### src/rtl/t12_pkg.sv
package t12_pkg;
    localparam int WORD_W = 12;
    localparam int REG_AW = 3;
    localparam int NREG   = 1 << REG_AW;
    localparam int IMM_W  = 7;

    typedef logic [WORD_W-1:0] word_t;

    typedef enum logic [3:0] {
        OP_NOP, OP_HLT, OP_INT, OP_BNZ, OP_GET, OP_SET, OP_LOD,
        OP_STR, OP_PSH, OP_POP, OP_LDI, OP_ALU, OP_ILL
    } op_e;

    typedef enum logic [3:0] {
        AF_LSH, AF_RSH, AF_INC, AF_DEC, AF_AND, AF_OR,
        AF_NAND, AF_SUB, AF_XOR, AF_NOR, AF_ADD
    } alu_e;

    typedef enum logic [2:0] {
        ST_FETCH, ST_LOAD_IR, ST_EXEC, ST_MEM_RD, ST_HALT
    } state_e;
endpackage

### src/rtl/t12_decode.sv
module t12_decode
    import t12_pkg::*;
(
    input  word_t             instr,
    output op_e               op,
    output alu_e              fn,
    output logic [REG_AW-1:0] rd,
    output logic [REG_AW-1:0] ra,
    output logic [REG_AW-1:0] rb
);
    always_comb begin
        op = OP_ILL;
        fn = AF_ADD;
        rd = instr[2:0];
        ra = instr[2:0];
        rb = instr[2:0];
        if (instr[11:9] != 3'd0) begin
            // three-register group
            op = OP_ALU;
            rd = instr[8:6];
            ra = instr[5:3];
            case (instr[11:9])
                3'd1:    fn = AF_AND;
                3'd2:    fn = AF_OR;
                3'd3:    fn = AF_NAND;
                3'd4:    fn = AF_SUB;
                3'd5:    fn = AF_XOR;
                3'd6:    fn = AF_NOR;
                default: fn = AF_ADD;
            endcase
        end else if (instr[8]) begin
            // two-register group
            op = OP_ALU;
            rd = instr[5:3];
            case (instr[7:6])
                2'd0:    fn = AF_LSH;
                2'd1:    fn = AF_RSH;
                2'd2:    fn = AF_INC;
                default: fn = AF_DEC;
            endcase
        end else if (instr[7]) begin
            op = OP_LDI;
        end else if (instr[6]) begin
            op = OP_ILL;
        end else begin
            case (instr[5:3])
                3'd0: begin
                    case (instr[2:0])
                        3'd0:    op = OP_NOP;
                        3'd1:    op = OP_HLT;
                        3'd2:    op = OP_INT;
                        3'd3:    op = OP_BNZ;
                        default: op = OP_ILL;
                    endcase
                end
                3'd2:    op = OP_GET;
                3'd3:    op = OP_SET;
                3'd4:    op = OP_LOD;
                3'd5:    op = OP_STR;
                3'd6:    op = OP_PSH;
                3'd7:    op = OP_POP;
                default: op = OP_ILL;
            endcase
        end
    end
endmodule

### src/rtl/t12_alu.sv
module t12_alu
    import t12_pkg::*;
(
    input  alu_e  fn,
    input  word_t a,
    input  word_t b,
    output word_t y,
    output logic  zero
);
    always_comb begin
        unique case (fn)
            AF_LSH:  y = a << 1;
            AF_RSH:  y = a >> 1;
            AF_INC:  y = a + word_t'(1);
            AF_DEC:  y = a - word_t'(1);
            AF_AND:  y = a & b;
            AF_OR:   y = a | b;
            AF_NAND: y = ~(a & b);
            AF_SUB:  y = a + ~b + word_t'(1);
            AF_XOR:  y = a ^ b;
            AF_NOR:  y = ~(a | b);
            AF_ADD:  y = a + b;
            default: y = '0;
        endcase
        zero = (y == '0);
    end
endmodule

### src/rtl/t12_regs.sv
module t12_regs
    import t12_pkg::*;
(
    input  logic              clk,
    input  logic              rst_n,
    input  logic              we,
    input  logic [REG_AW-1:0] waddr,
    input  word_t             wdata,
    input  logic [REG_AW-1:0] ra,
    input  logic [REG_AW-1:0] rb,
    output word_t             qa,
    output word_t             qb
);
    word_t regs [NREG];

    always_ff @(posedge clk or negedge rst_n) begin
        if (!rst_n) begin
            for (int i = 0; i < NREG; i++) regs[i] <= '0;
        end else if (we) begin
            regs[waddr] <= wdata;
        end
    end

    assign qa = regs[ra];
    assign qb = regs[rb];
endmodule

### src/rtl/tiny12_core.sv
module tiny12_core
    import t12_pkg::*;
#(
    parameter int MAP_DEPTH = 8
) (
    input  logic        clk,
    input  logic        rst_n,
    input  logic [11:0] mem_rdata,
    output logic [11:0] mem_addr,
    output logic [11:0] mem_wdata,
    output logic        mem_we,
    output logic        halted,
    output logic        illegal
);
    localparam int MAP_AW = (MAP_DEPTH > 1) ? $clog2(MAP_DEPTH) : 1;
    localparam word_t SP_INIT = '1;

    state_e state_q, state_d;
    word_t  pc_q, ptr_q, sp_q, ir_q;
    logic   zf_q, ill_q;
    word_t  map_q [MAP_DEPTH];

    op_e               op;
    alu_e              fn;
    logic [REG_AW-1:0] rd, ra, rb;
    word_t             qa, qb, alu_y;
    logic              alu_zero;
    logic              rf_we;
    word_t             rf_wdata;
    logic [MAP_AW-1:0] map_idx;

    assign map_idx = ptr_q[MAP_AW-1:0];

    t12_decode u_dec (.instr(ir_q), .op(op), .fn(fn), .rd(rd), .ra(ra), .rb(rb));
    t12_alu    u_alu (.fn(fn), .a(qa), .b(qb), .y(alu_y), .zero(alu_zero));
    t12_regs   u_rf  (.clk(clk), .rst_n(rst_n), .we(rf_we), .waddr(rd),
                      .wdata(rf_wdata), .ra(ra), .rb(rb), .qa(qa), .qb(qb));

    // state register
    always_ff @(posedge clk or negedge rst_n) begin
        if (!rst_n) state_q <= ST_FETCH;
        else        state_q <= state_d;
    end

    // transitions
    always_comb begin
        state_d = state_q;
        unique case (state_q)
            ST_FETCH:   state_d = ST_LOAD_IR;
            ST_LOAD_IR: state_d = ST_EXEC;
            ST_EXEC: begin
                if (op == OP_HLT || op == OP_ILL)      state_d = ST_HALT;
                else if (op == OP_LOD || op == OP_POP) state_d = ST_MEM_RD;
                else                                   state_d = ST_FETCH;
            end
            ST_MEM_RD:  state_d = ST_FETCH;
            ST_HALT:    state_d = ST_HALT;
            default:    state_d = ST_HALT;
        endcase
    end

    // outputs
    always_comb begin
        mem_addr  = pc_q;
        mem_wdata = qb;
        mem_we    = 1'b0;
        halted    = (state_q == ST_HALT);
        illegal   = ill_q;
        if (state_q == ST_EXEC) begin
            case (op)
                OP_LOD: mem_addr = ptr_q;
                OP_STR: begin mem_addr = ptr_q; mem_we = 1'b1; end
                OP_PSH: begin mem_addr = sp_q - word_t'(1); mem_we = 1'b1; end
                OP_POP: mem_addr = sp_q;
                default: ;
            endcase
        end
    end

    // register file write port
    always_comb begin
        rf_we    = 1'b0;
        rf_wdata = alu_y;
        if (state_q == ST_MEM_RD) begin
            rf_we    = 1'b1;
            rf_wdata = mem_rdata;
        end else if (state_q == ST_EXEC && op == OP_ALU) begin
            rf_we = 1'b1;
        end else if (state_q == ST_EXEC && op == OP_GET) begin
            rf_we    = 1'b1;
            rf_wdata = map_q[map_idx];
        end
    end

    // datapath registers
    always_ff @(posedge clk or negedge rst_n) begin
        if (!rst_n) begin
            pc_q  <= '0;
            ptr_q <= '0;
            sp_q  <= SP_INIT;
            ir_q  <= '0;
            zf_q  <= 1'b0;
            ill_q <= 1'b0;
            for (int i = 0; i < MAP_DEPTH; i++) map_q[i] <= '0;
        end else if (state_q == ST_LOAD_IR) begin
            ir_q <= mem_rdata;
        end else if (state_q == ST_EXEC) begin
            unique case (op)
                OP_HLT: ;
                OP_ILL: ill_q <= 1'b1;
                OP_BNZ: pc_q <= zf_q ? pc_q + word_t'(1) : ptr_q;
                OP_LDI: begin
                    ptr_q <= word_t'(ir_q[IMM_W-1:0]);
                    pc_q  <= pc_q + word_t'(1);
                end
                OP_ALU: begin
                    zf_q <= alu_zero;
                    pc_q <= pc_q + word_t'(1);
                end
                OP_SET: begin
                    map_q[map_idx] <= qb;
                    pc_q <= pc_q + word_t'(1);
                end
                OP_PSH: begin
                    sp_q <= sp_q - word_t'(1);
                    pc_q <= pc_q + word_t'(1);
                end
                OP_POP: begin
                    sp_q <= sp_q + word_t'(1);
                    pc_q <= pc_q + word_t'(1);
                end
                default: pc_q <= pc_q + word_t'(1);
            endcase
        end
    end
endmodule

### config.mk
export PLATFORM = sky130hd
export DESIGN_NAME = tiny12_core
export DESIGN_NICKNAME = d
export VERILOG_FILES = /design/src/rtl/t12_pkg.sv /design/src/rtl/t12_decode.sv /design/src/rtl/t12_alu.sv /design/src/rtl/t12_regs.sv /design/src/rtl/tiny12_core.sv
export SDC_FILE = /design/constraint.sdc
export NUM_CORES = 1
export LEC_CHECK = 0
export BUFFER_PORTS_ARGS = -buffer_cell sky130_fd_sc_hd__buf_4
export CORE_MARGIN = 4
export CORE_UTILIZATION = 45
export CTS_CLUSTER_SIZE = 28
export DETAILED_ROUTE_END_ITERATION = 8
export GPL_TIMING_DRIVEN = 0
export HOLD_SLACK_MARGIN = 0.05
export PLACE_DENSITY_LB_ADDON = 0.08
export SYNTH_ARGS = -nofsm -noshare
export SYNTH_HDL_FRONTEND = slang
export SYNTH_SLANG_ARGS = --single-unit
### constraint.sdc
create_clock -name clk -period 6.4 [get_ports clk]
set_input_delay 1.28 -clock clk [delete_from_list [all_inputs] [get_ports clk]]
set_output_delay 1.28 -clock clk [all_outputs]
set_load 0.02 [all_outputs]
**After elaboration in Yosys (flattened, before gate mapping)**

Cells that the tools add are included.

- Output and inout port bits: 27
- Input bits: 14
- Word-level logic and storage cells: 159
- Register bits: 240

- Add/subtract/negate cells: 8
- Bitwise operators: 12
- Muxes and demuxes: 45
- Reductions and logical operators: 23
- Equal/unequal tests: 42
- Magnitude comparators: 6

Operator list:

| kind | count |
|---|---|
| $bwmux W96 | 2 |
| $mux W12 | 13 |
| $pmux W12 S11 | 1 |
| $bmux W12 S3 | 3 |
| $demux W12 S3 | 2 |
| $add A12 B1 Y12 const B | 4 |
| $pmux W12 S2 | 2 |
| $not A12 Y12 | 3 |
| $pmux W12 S3 | 1 |
| $eq A4 B3 Y1 const B | 8 |
| $eq A4 B4 Y1 const B | 8 |
| $pmux W4 S7 | 1 |
| $add A12 B12 Y12 | 2 |
| $eq A3 B2 Y1 const B | 8 |
| $eq A3 B3 Y1 const B | 8 |
| $mux W4 | 6 |
| $pmux W4 S6 | 1 |
| $sub A12 B1 Y12 const B | 2 |
| $reduce_and A3 Y1 | 6 |
| $ge A4 B4 Y1 const B | 4 |
| $not A3 Y4 | 4 |
| $pmux W4 S4 | 1 |
| $and A12 B12 Y12 | 1 |
| $eq A4 B2 Y1 const B | 3 |
| 22 further kinds | 42 |

**Depth between registers and ports, before layout**

Gate-level depths: netlist of run 1.

- Word-level depth: 13
- Gate-level depth with buffers: 19
- Mapped depth without buffers: 17

**Cells and area by module**

From an unflattened synthesis of run 1, not the netlist that was laid out.

- Cell total of the unflattened synthesis: 1393
- Area, all modules: 15683.8 um^2

Modules (own cells, without submodules):

| module | times used | area an instance (um^2) | cells an instance | seq. area each (um^2) |
|---|---|---|---|---|
| tiny12_core | 1 | 7497.2 | 674 | 3618.5 |
| t12_regs | 1 | 5223.8 | 294 | 2402.3 |
| t12_alu | 1 | 2687.6 | 378 | 0.0 |
| t12_decode | 1 | 275.3 | 47 | 0.0 |

**Worst setup path before layout of run 1**

OpenSTA, ideal clock, no wires.

- Kind: reg2reg
- Start point: reg ir_q[0]
- End point: reg u_rf.regs[4] (netlist name)
- Data arrival time: 5009 ps
- Setup slack: 1263 ps
- Library setup time: 127 ps
- Required time: 6273 ps
- Buffers on the path: 3
- Cell stages (with the launch flop): 18
- Path through: dfrtp_1 -> buf_1 -> buf_1 -> mux4_2 -> mux2i_1 -> clkbuf_1 -> inv_1 -> ha_1 -> fa_1 -> nor2b_1 -> o21a_1 -> or4b_2 -> a21oi_1 -> or4_1 -> a221oi_1 -> a21oi_1 -> a21o_1 -> mux2_1

RTL lines:

| what | line | source |
|---|---|---|
| start: declaration | tiny12_core.sv:19 | `word_t pc_q, ptr_q, sp_q, ir_q;` |
| start signal: assignment | tiny12_core.sv:106 | `ir_q <= mem_rdata;` |
| $not A3 Y4 (not written as such) * | t12_regs.sv:25 | `assign qb = regs[rb];` |
| $bmux W12 S3 * | t12_regs.sv:25 |  |
| $mux W12 (not written as such) * (2 in series) | t12_regs.sv:25 |  |
| named net mem_wdata[0] | tiny12_core.sv:10 | `output logic [11:0] mem_wdata,` |
| $not A12 Y12 | t12_alu.sv:19 | `AF_SUB: y = a + ~b + word_t'(1);` |
| $add A12 B12 Y12 | t12_alu.sv:19 |  |
| $add A12 B1 Y12 | t12_alu.sv:19 |  |
| $pmux W12 S11 * | t12_alu.sv:11 | `unique case (fn)` |
| $mux W12 | tiny12_core.sv:89 | `end else if (state_q == ST_EXEC && op == OP_GET) begin` |
| $mux W12 * | tiny12_core.sv:87 | `end else if (state_q == ST_EXEC && op == OP_ALU) begin` |
| $mux W12 * | tiny12_core.sv:84 | `if (state_q == ST_MEM_RD) begin` |
| $bwmux W96 * | t12_regs.sv:20 | `regs[waddr] <= wdata;` |
| end signal: indexed assignment | t12_regs.sv:20 |  |
| end: declaration | t12_regs.sv:14 | `word_t regs [NREG];` |

The timed path passes the listed nets; every way through them passes the cells marked *. The select of a mux whose other input is x is not followed.
A chain may end at the register's enable or synchronous reset.

**Final worst setup path of run 1**

- Start point: reg ir_q[0]
- End point: reg zf_q

- Longest elaborated chain between the ends: 9

Ends and longest elaborated chain:

| what | line | source |
|---|---|---|
| $mux W3 (tied with other cells) | t12_decode.sv:17 | `if (instr[11:9] != 3'd0) begin` |
| $not A3 Y4 (not written as such) (tied with other cells) | t12_regs.sv:24 | `assign qa = regs[ra];` |
| $bmux W12 S3 (tied with other cells) | t12_regs.sv:24 |  |
| $mux W12 (not written as such) (tied with other cells) (2 in series) | t12_regs.sv:24 |  |
| $add A12 B12 Y12 (tied with other cells) | t12_alu.sv:19 |  |
| $add A12 B1 Y12 (tied with other cells) | t12_alu.sv:19 |  |
| $pmux W12 S11 or $eq A4 B4 Y1 (tied branches) | t12_alu.sv:11, tiny12_core.sv:108 |  |
| $logic_not A12 Y1 or $reduce_and A3 Y1 (tied branches) | n/a |  |
| end signal: assignment | tiny12_core.sv:117 | `zf_q <= alu_zero;` |
| end: declaration | tiny12_core.sv:20 | `logic zf_q, ill_q;` |

Parallel ways exist; a longest one is shown, timed or not. The select of a mux whose other input is x is not followed.

==> results.py, run 1 <==
metrics = {
    "sta": {
        "max_freq_mhz": 163.5,
        "rsz0062_at_grt": "no",
        "tightest_slew_ps": 1223,
        "fin_setup_tns_ps": 0,
        "relSlewSlack_pct": 17.87,
        "period_share_pct": 95.57,
        "report.final.slew_viol_count": 0,
        "fin_crit_ps": 6117,
        "clock_skew_ps": 11.17,
        "finalHoldViolations": 0,
        "setup_violations": 0,
    },
    "global_routing": {
        "grt_pass1_vias": 12610,
        "antenna_found_initial": 0,
        "grt_max_degree": 114,
        "grt_pass1_wl_um": 76790,
        "grt_use_total_pct": 27.22,
        "overflow": 0,
    },
    "clock_tree": {
        "cts_inserted_buffers": 28,
        "cts_setup_buffers": 0,
        "cts_max_level": 1,
        "cts_buffer_depth": 3,
        "holdBufCountCts": 0,
        "clkTransAtPathRegs_ps": 60,
        "cts_tree": "done",
        "cts.sinks": 240,
        "clockRootBuffer": "clkbuf_16",
        "clock_latency_ps": 560,
    },
    "logic_synthesis": {
        "avgSynthCellArea_um2": 9.430,
        "synth-edff-count": 0,
        "synth_seq_area_share_pct": 39.88,
        "yosys_register_bits": 240,
        "synthCells": 1601,
        "synth.distinct_cells": 96,
        "ys_async_sr_fraction_pct": 100.0,
        "netlist_area_um2": 15100,
        "ys_warn_count": 0,
        "synth_ff_type": "dfrtp_1",
        "syn-num-nets": 1666,
    },
    "drt": {
        "via_count": 12950,
        "wire_per_inst_um": 23.40,
        "dr.pass1.iters": 6,
        "drcViolationCount": 0,
        "vias_per_cell": 6.063,
        "totalWireLength_um": 49960,
        "drtIter0Drc": 1081,
        "drtAntennaViolNets": 0,
    },
    "critical_path": {
        "reg2reg_depth": 15,
        "crit_required_ps": 6880,
        "crit_path_max_incr_delay_ps": 570,
        "cpMaxStageDelayCell": "clkdlybuf4s15_2",
        "start_kind": "flip-flop",
        "path_max_fanout": 11,
        "cp_cell_sequence": "buf_2 -> clkdlybuf4s15_2 -> mux4_2 -> mux2i_1 -> clkbuf_1 -> ha_1 -> o211a_1 -> o31a_1 -> o41ai_2 -> o41ai_1 -> xnor2_1 -> a221oi_1 -> o21ai_0 -> or4_1 -> o21ai_1",
        "critPathCaptureType": "flip-flop",
        "crit_type": "reg -> reg",
        "crit_arrival_ps": 6600,
    },
    "placement": {
        "io_buffers": 40,
        "place_congestion": 0.9160,
        "dp.final_hpwl_um": 36090,
    },
    "floorplan": {
        "die_area_um2": 36550,
        "start_util_pct": 46.05,
        "num_rows": 66,
        "die_h_um": 191.2,
        "coreArea_um2": 32780,
        "io_pins": 41,
        "die_x_um": 191.2,
    },
    "flow_run": {
        "drv_cap": 0,
    },
    "min_path": {
        "hold_path_class": "reg -> reg",
        "whs_path_depth": 2,
    },
    "final_layout": {
        "seq_area_um2": 6021,
        "nFillCells": 3111,
        "fin_nets": 1739,
        "area_growth_pct": 12.36,
        "antenna_cells": 0,
        "drive_above_1_share_pct": 15.89,
        "multi_input_area_um2": 8391,
    },
    "status": {
        "outcome": "finished, final reports clean",
    },
}
-- repair_timing --
item,in CTS,in global routing
pin swaps,0,0
setup endpoints to repair,89,40
gates resized for setup,8,3
endpoints found under the hold margin,0,0
-- per-layer routing --
metal	global-route usage (%)	wire length [um]	vias up
met1	37.80	22030	6486
met5	0	0	-
met3	4.091	3018	104
li1	-	-	5945
met4	9.807	1897	0
met2	43.54	23010	410
-- logic make-up after synthesis --
logic type / share of synthesized area (%)
buffers and inverters: 4.624
multiplexers: 15.08
AO/OA/AOI/OAI: 19.43
AND/OR/NAND/NOR: 14.42
XOR/XNOR: 2.237
adder cells (fa/ha/maj): 4.326
flip-flops: 39.88
-- final timing paths --
kind | start | end | slack [ps]
setup reg to reg | ir_q[0]$_DFFE_PN0P_ | zf_q$_DFFE_PN0P_ | 280
max in group asynchronous | rst_n | u_rf.regs[25]$_DFFE_PN0P_ | 4910
setup / recovery | ir_q[0]$_DFFE_PN0P_ | zf_q$_DFFE_PN0P_ | 280
hold reg to reg | map_q[20]$_DFFE_PN0P_ | map_q[20]$_DFFE_PN0P_ | 480
hold / removal | map_q[20]$_DFFE_PN0P_ | map_q[20]$_DFFE_PN0P_ | 480
min in group asynchronous | rst_n | map_q[53]$_DFFE_PN0P_ | 580
-- area by class of cell --
cell class	count	area share (%)
Clock buffer	37	4.691
Buffer	117	3.186
Clock inverter	12	0.7228
Tap cell	442	3.260
Multi-Input combinational cell	1198	49.46
Inverter	46	1.018
Timing Repair Buffer	43	2.168
Sequential cell	240	35.49
-- through the flow --
| step | setup WS [ps] | utilization [%] | instance area (um^2) | hold WS (ps) | instances |
|---|---|---|---|---|---|
| 3_5_place_dp | -799.6 | 48.85 | 16010 | 466.3 | 2085 |
| 3_3_place_gp | -683.0 | 48.66 | 15950 | 455.8 | 2083 |
| 4_1_cts | 121.8 | 51.70 | 16950 | 479.3 | 2134 |
| 5_1_grt | 57.82 | 51.74 | 16960 | 499.1 | 2135 |
| 2_1_floorplan | 1263 | - | 15100 | 444.4 | 1601 |
| 6_report | 283.5 | 51.74 | 16960 | 477.9 | 2135 |
-- registers in the layout, summed over array words and instances, names as in the netlist --
register / flops
u_rf.regs: 96
ir_q: 12
map_q: 96
zf_q: 1
sp_q: 12
pc_q: 12
illegal: 1
state_q: 3
ptr_q: 7
-- worst max-delay path, delay by kind of cell (launching register included) --
kind / cells / cell delay [ps]
fa+ha+maj: 1 / 410
compound gates: 7 / 1900
flops: 1 / 520
mux: 2 / 990
xor+xnor: 1 / 150
simple gates: 1 / 520
buf+inv: 3 / 1540
-- layout by cell type (no fill, tap or decap), types with 47 or more instances in the layout --
cell / n
ha_1: 49
nor2_1: 161
buf_4: 47
o21ai_0: 139
mux2i_1: 77
clkbuf_1: 79
dfrtp_1: 228
a21oi_1: 163
nand2_1: 147
mux2_2: 57
-- cells in the mapped netlist (all sizes together), types with 4 or more instances --
library cell    n  share of area, %
o21bai          4              0.20
nor2          167               4.4
buf            37               1.5
o21a            8              0.41
a21o           12              0.60
nor4b           4              0.27
mux2i          79               5.3
mux4           33               4.9
a22oi           8              0.43
a21oi         169               5.8
a221oi         20               1.5
nand4           9              0.37
mux2           65               4.9
and2            9              0.37
nand3          36               1.2
o22ai          13              0.54
a2111oi         4              0.28
nor4            6              0.25
nor3b           6              0.37
o31ai           6              0.33
clkbuf         80               2.0
a32o            7              0.46
o21ai         148               4.9
a22o            9              0.52
ha             49               4.1
or3             5              0.21
dfstp          12               2.1
a31oi          11              0.56
dfrtp         228                38
o211ai          6              0.30
nor2b          17              0.72
and3            8              0.33
xor2           13              0.75
nand2         148               3.7
inv            46               1.1
a222oi          5              0.33
xnor2          23               1.3
nand2b         15              0.62
nor3           20              0.85
a211oi         10              0.50
Power of run 1 is left out: the tool's default activity adds up to more than one toggle a clock period on the data nets, which glitch-free logic cannot reach.
==> run 2, diff against run 1 <==
==> constraint.sdc (replaced) <==
create_clock -name clk -period 4.9 [get_ports clk]
set_input_delay 0.98 -clock clk [delete_from_list [all_inputs] [get_ports clk]]
set_output_delay 0.98 -clock clk [all_outputs]
set_load 0.02 [all_outputs]
==> run 2 against run 1 <==
  * Critical path depth unchanged
  * Die area is the same
  * Maximum frequency is 27% higher
  * Final area is 5.3% higher
  * Global-route usage grew 0.61 points
  * First-iteration DRC count up 3.1%
  * Sequential cell count is the same
  * Critical endpoint is now u_rf.regs[46]$_DFFE_PN0P_
==> results.py, run 2 (synthesis results as in run 1) <==
metrics = {
    "critical_path": {
        "crit_type": "reg -> reg",
        "crit_required_ps": 5320,
        "r2r_slack_ps": 80,
        "path_max_fanout": 11,
        "cpMaxStageDelayCell": "clkbuf_1",
        "crit_arrival_ps": 5240,
        "critPathCaptureType": "flip-flop",
        "cp_cell_sequence": "buf_6 -> buf_8 -> mux4_2 -> mux2i_1 -> clkbuf_1 -> inv_1 -> ha_1 -> mux2i_1 -> o22ai_1 -> a22o_1 -> a221oi_1 -> nand4_1 -> a22oi_2 -> buf_12 -> a31oi_1",
        "start_kind": "flip-flop",
        "reg2reg_to": "u_rf.regs[46]$_DFFE_PN0P_",
        "rr_startpoint": "ir_q[0]$_DFFE_PN0P_",
        "crit_path_max_incr_delay_ps": 650,
        "crit_path_frequent_cell": "mux2i_1",
        "reg2reg_depth": 15,
    },
    "sta": {
        "relSlewSlack_pct": 18.21,
        "max_freq_mhz": 207.5,
        "period_share_pct": 98.35,
        "fin_setup_tns_ps": 0,
        "finalHoldViolations": 0,
        "setup_violations": 0,
        "fin_crit_ps": 4819,
        "clock_skew_ps": 28.75,
        "fin_ws_ps": 80.71,
        "report.final.slew_viol_count": 0,
        "tightest_slew_ps": 1224,
        "rsz0062_at_grt": "yes",
    },
    "floorplan": {
        "die_x_um": 191.2,
        "num_rows": 66,
        "io_pins": 41,
        "die_area_um2": 36550,
        "coreArea_um2": 32780,
        "start_util_pct": 46.05,
        "die_h_um": 191.2,
    },
    "final_layout": {
        "nFillCells": 3034,
        "reg_top3": "map_q (96), u_rf.regs (96)",
        "drive_above_1_share_pct": 20.97,
        "antenna_cells": 0,
        "seq_area_um2": 6026,
        "multi_input_area_um2": 8745,
        "fin_util_pct": 54.49,
        "final_cell_mix": "dfrtp_1, nor2_1, a21oi_1, nand2_1, o21ai_0",
        "area_growth_pct": 18.31,
        "layout_commonest_cell": "dfrtp_1",
        "fin_nets": 1777,
    },
    "placement": {
        "dp.final_hpwl_um": 36270,
        "place_congestion": 0.9066,
        "place_ws_ps": -1858,
        "io_buffers": 40,
    },
    "clock_tree": {
        "cts.sinks": 240,
        "cts_inserted_buffers": 27,
        "clkTransAtPathRegs_ps": 60,
        "clockRootBuffer": "clkbuf_16",
        "cts_buffer_depth": 3,
        "clock_latency_ps": 570,
        "cts_max_level": 1,
        "cts_tree": "done",
    },
    "drt": {
        "vias_per_cell": 6.041,
        "drcViolationCount": 0,
        "via_count": 13130,
        "wire_per_inst_um": 23.56,
        "drtIter0Drc": 1115,
        "totalWireLength_um": 51190,
        "drtAntennaViolNets": 0,
        "dr.pass1.iters": 6,
    },
    "global_routing": {
        "overflow": 0,
        "grt_use_total_pct": 27.83,
        "grt_pass1_vias": 12970,
        "grt_max_degree": 102,
        "antenna_found_initial": 0,
        "grt_pass1_wl_um": 78300,
    },
    "min_path": {
        "hold_path_class": "in -> async",
    },
    "status": {
        "outcome": "finished, final reports clean",
    },
    "flow_run": {
        "drv_cap": 0,
    },
}
==> run 2: layer usage <==
layer / up-vias / global-route usage [%] / share of wire (%)
li1: 6014 / - / -
met1: 6541 / 37.97 / 43
met2: 456 / 44.58 / 47
met3: 116 / 4.730 / 5.8
met4: 0 / 10.69 / 4.1
met5: - / 0 / 0
==> run 2: worst max-delay path, delay by kind of cell, from the launching register on <==
| family | cells | cell delay [ps] |
|---|---|---|
| simple gates | 1 | 250 |
| buf+inv | 5 | 1420 |
| mux | 3 | 1170 |
| flops | 1 | 480 |
| compound gates | 5 | 1090 |
| fa+ha+maj | 1 | 250 |
==> run 2: worst max-delay path by stage <==
stage	startpoint	end	depth (start not counted)
floorplan	ir_q[0]$_DFFE_PN0P_	u_rf.regs[4]$_DFFE_PN0P_	17
global placement	ir_q[0]$_DFFE_PN0P_	u_rf.regs[67]$_DFFE_PN0P_	15
detailed placement	ir_q[0]$_DFFE_PN0P_	u_rf.regs[67]$_DFFE_PN0P_	15
CTS	ir_q[11]$_DFFE_PN0P_	zf_q$_DFFE_PN0P_	19
global route	ir_q[11]$_DFFE_PN0P_	zf_q$_DFFE_PN0P_	18
finish	ir_q[0]$_DFFE_PN0P_	u_rf.regs[46]$_DFFE_PN0P_	15
==> run 2: per-stage QoR <==
stage	hold WS, ps	instances	area, um^2
3_3_place_gp	457.2	2083	15950
2_1_floorplan	444.4	1601	15100
3_5_place_dp	464.8	2085	16020
6_report	370.3	2173	17860
4_1_cts	379.5	2143	17360
5_1_grt	419.5	2173	17860
==> run 2: cell type report <==
type,count,area share (%)
Multi-Input combinational cell,1198,48.95
Sequential cell,240,33.73
Timing Repair Buffer,83,4.259
Clock buffer,37,4.161
Buffer,116,3.845
Tap cell,442,3.096
Clock inverter,11,0.9876
Inverter,46,0.9666
==> run 2: what timing repair did <==
action | in CTS | in global routing
hold buffers | 0 | 0
setup endpoints to repair | 109 | 97
pin swaps | 4 | 13
setup buffers | 11 | 28
gates cloned | 0 | 1
gates resized for setup | 71 | 71
Power of run 2 is left out for the same reason.
==> run 3, diff against run 2 <==
--- a/config.mk
+++ b/config.mk
@@ -5,6 +5,7 @@
 export SDC_FILE = /design/constraint.sdc
 export NUM_CORES = 1
 export LEC_CHECK = 0
+export ABC_AREA = 1
 export BUFFER_PORTS_ARGS = -buffer_cell sky130_fd_sc_hd__buf_4
 export CORE_MARGIN = 4
 export CORE_UTILIZATION = 45
==> run 3 against run 2 <==
  * Final cell count rose by 25%
  * Maximum frequency rose by 3.4%
  * Clock skew fell by 2.5 ps
  * Clock-buffer cell count rose by 2
  * Critical path type unchanged
  * Critical endpoint is now u_rf.regs[52]$_DFFE_PN0P_
==> results.py, run 3 <==
metrics = {
    "final_layout": {
        "reg_top3": "map_q (96), u_rf.regs (96)",
        "area_growth_pct": 13.80,
        "antenna_cells": 0,
        "nFillCells": 3346,
        "layout_commonest_cell": "nand2_1",
        "postLayoutCellArea_um2": 17360,
        "fin_nets": 2303,
        "final_cell_mix": "nand2_1, dfrtp_1, o21ai_0, nand3_1, inv_1",
        "drive_above_1_share_pct": 11.15,
    },
    "critical_path": {
        "start_kind": "flip-flop",
        "crit_type": "reg -> reg",
        "crit_arrival_ps": 5120,
        "rr_startpoint": "ir_q[11]$_DFFE_PN0P_",
        "path_max_fanout": 10,
        "setup.worst_path.start": "ir_q[11]$_DFFE_PN0P_",
        "crit_required_ps": 5360,
        "critPathCaptureType": "flip-flop",
    },
    "clock_tree": {
        "clkTransAtPathRegs_ps": 60,
        "cts_tree": "done",
        "clockRootBuffer": "clkbuf_16",
        "cts_inserted_buffers": 29,
        "holdBufCountCts": 0,
        "cts_max_level": 1,
        "clock_latency_ps": 590,
        "cts.sinks": 240,
        "cts_buffer_depth": 3,
    },
    "global_routing": {
        "grt_pass1_wl_um": 83690,
        "grt_use_total_pct": 29.06,
        "antenna_found_initial": 0,
        "grt_max_degree": 87,
        "grt_pass1_vias": 14330,
        "overflow": 0,
    },
    "floorplan": {
        "die_area_um2": 36910,
        "io_pins": 41,
        "start_util_pct": 45.61,
        "num_rows": 67,
        "die_x_um": 192.1,
        "die_h_um": 192.1,
        "coreArea_um2": 33450,
    },
    "logic_synthesis": {
        "yosysMostFrequentCell": "nand2_1",
        "synth_ff_type": "dfrtp_1",
        "netlist_area_um2": 15260,
        "avgSynthCellArea_um2": 7.076,
        "synth_seq_area_share_pct": 39.47,
        "ys_async_sr_fraction_pct": 100.0,
        "post-synth-top-area-fraction_pct": 37.40,
        "synth_commonest_cells": "nand2_1, dfrtp_1, o21ai_0, nand3_1, inv_1",
        "synth_largest_area_cell": "dfrtp_1",
        "synth.distinct_cells": 53,
        "ys_warn_count": 0,
        "syn-num-nets": 2221,
        "synth.area.top_cells": "dfrtp_1, nand2_1, o21ai_0, nand3_1, ha_1",
        "yosys_register_bits": 240,
        "synthCells": 2156,
        "synth-edff-count": 0,
    },
    "sta": {
        "rsz0062_at_grt": "no",
        "setup_violations": 0,
        "report.final.slew_viol_count": 0,
        "clock_skew_ps": 26.24,
        "tightest_slew_ps": 790.9,
        "period_share_pct": 95.14,
        "max_freq_mhz": 214.5,
        "fin_ws_ps": 238.1,
        "relSlewSlack_pct": 46.98,
        "fin_crit_ps": 4662,
        "finalHoldViolations": 0,
    },
    "drt": {
        "via_count": 15260,
        "drcViolationCount": 0,
        "vias_per_cell": 5.635,
        "drtIter0Drc": 1576,
        "dr.pass1.iters": 6,
        "wire_per_inst_um": 19.92,
        "drtAntennaViolNets": 0,
        "totalWireLength_um": 53950,
    },
    "min_path": {
        "hold_path_class": "in -> async",
    },
    "placement": {
        "placed_cell_area_um2": 16180,
        "dp.final_hpwl_um": 39050,
        "io_buffers": 40,
        "place_ws_ps": -526.2,
        "place_congestion": 0.9692,
    },
    "flow_run": {
        "drv_cap": 0,
    },
    "status": {
        "outcome": "finished, final reports clean",
    },
}
==> run 3: per-layer routing <==
layer  vias to the layer above  wire, um  global-route usage, %
met5                         -         0                      0
met4                         0      1724                  8.640
met3                        99      3746                  4.435
met2                       595     24530                  46.04
met1                      7310     23950                  41.29
li1                       7256         -                      -
==> run 3: layout make-up <==
type / count / area (um^2) / area share, %
Inverter: 180 / 706.9 / 4.072
Clock buffer: 39 / 843.3 / 4.857
Multi-Input combinational cell: 1644 / 8167 / 47.04
Sequential cell: 240 / 6023 / 34.69
Tap cell: 448 / 560.5 / 3.229
Buffer: 91 / 449.2 / 2.587
Timing Repair Buffer: 52 / 437.9 / 2.522
Clock inverter: 14 / 173.9 / 1.002
==> run 3: logic make-up (layout without fill, tap and decap cells) <==
| logic type | Yosys count | count (layout) | synth area share [%] |
|---|---|---|---|
| fa+ha+maj | 51 | 51 | 4.281 |
| mux | 2 | 2 | 0.1476 |
| simple gates | 1168 | 1168 | 32.17 |
| buf+inv | 272 | 376 | 7.324 |
| flops | 240 | 240 | 39.47 |
| xor+xnor | 24 | 24 | 1.378 |
| compound gates | 399 | 399 | 15.23 |
==> run 3: critical path, cell delays in order (launching register included) <==
cell	delay [ps]
dfrtp_2	450
inv_2	230
nand3_2	190
nand2_1	150
buf_4	200
buf_4	210
nand2_1	70
nand3_1	60
nand2_1	70
nand2_1	150
nand2_1	130
ha_1	300
fa_1	450
inv_1	190
nand3_1	120
nand2_1	120
nand2_1	60
nand3_1	70
o21ai_0	130
nor3_1	240
nand3_1	230
o211ai_1	280
o21ai_2	240
nand2_1	120
nand2_1	50
==> run 3: final timing paths <==
check                                            end  slack (ps)  depth (start not counted)
setup / recovery           u_rf.regs[52]$_DFFE_PN0P_         240                         24
hold / removal                   pc_q[9]$_DFFE_PN0P_         360                          1
setup reg to reg           u_rf.regs[52]$_DFFE_PN0P_         240                         24
hold reg to reg                map_q[54]$_DFFE_PN0P_         490                          2
max in group asynchronous  u_rf.regs[78]$_DFFE_PN0P_        3650                          2
min in group clk               map_q[54]$_DFFE_PN0P_         490                          2
==> run 3: stage by stage <==
step                      std cells  hold slack [ps]  utilization (%)  TNS [ps]
final                          2708            356.9            51.91         0
after global routing           2708            407.6            51.91         0
after CTS                      2699            380.3            51.45         0
after detailed placement       2646            472.4            48.37    -26220
after global placement         2644            463.3            48.18    -22030
after floorplan                2156            449.0                -         0
==> run 3: what timing repair did <==
item,CTS,global route
setup buffers,0,10
hold endpoints to repair,0,0
pin swaps,0,0
resized for setup,11,31
endpoints found under the setup margin,85,79
Power of run 3 is left out for the same reason.
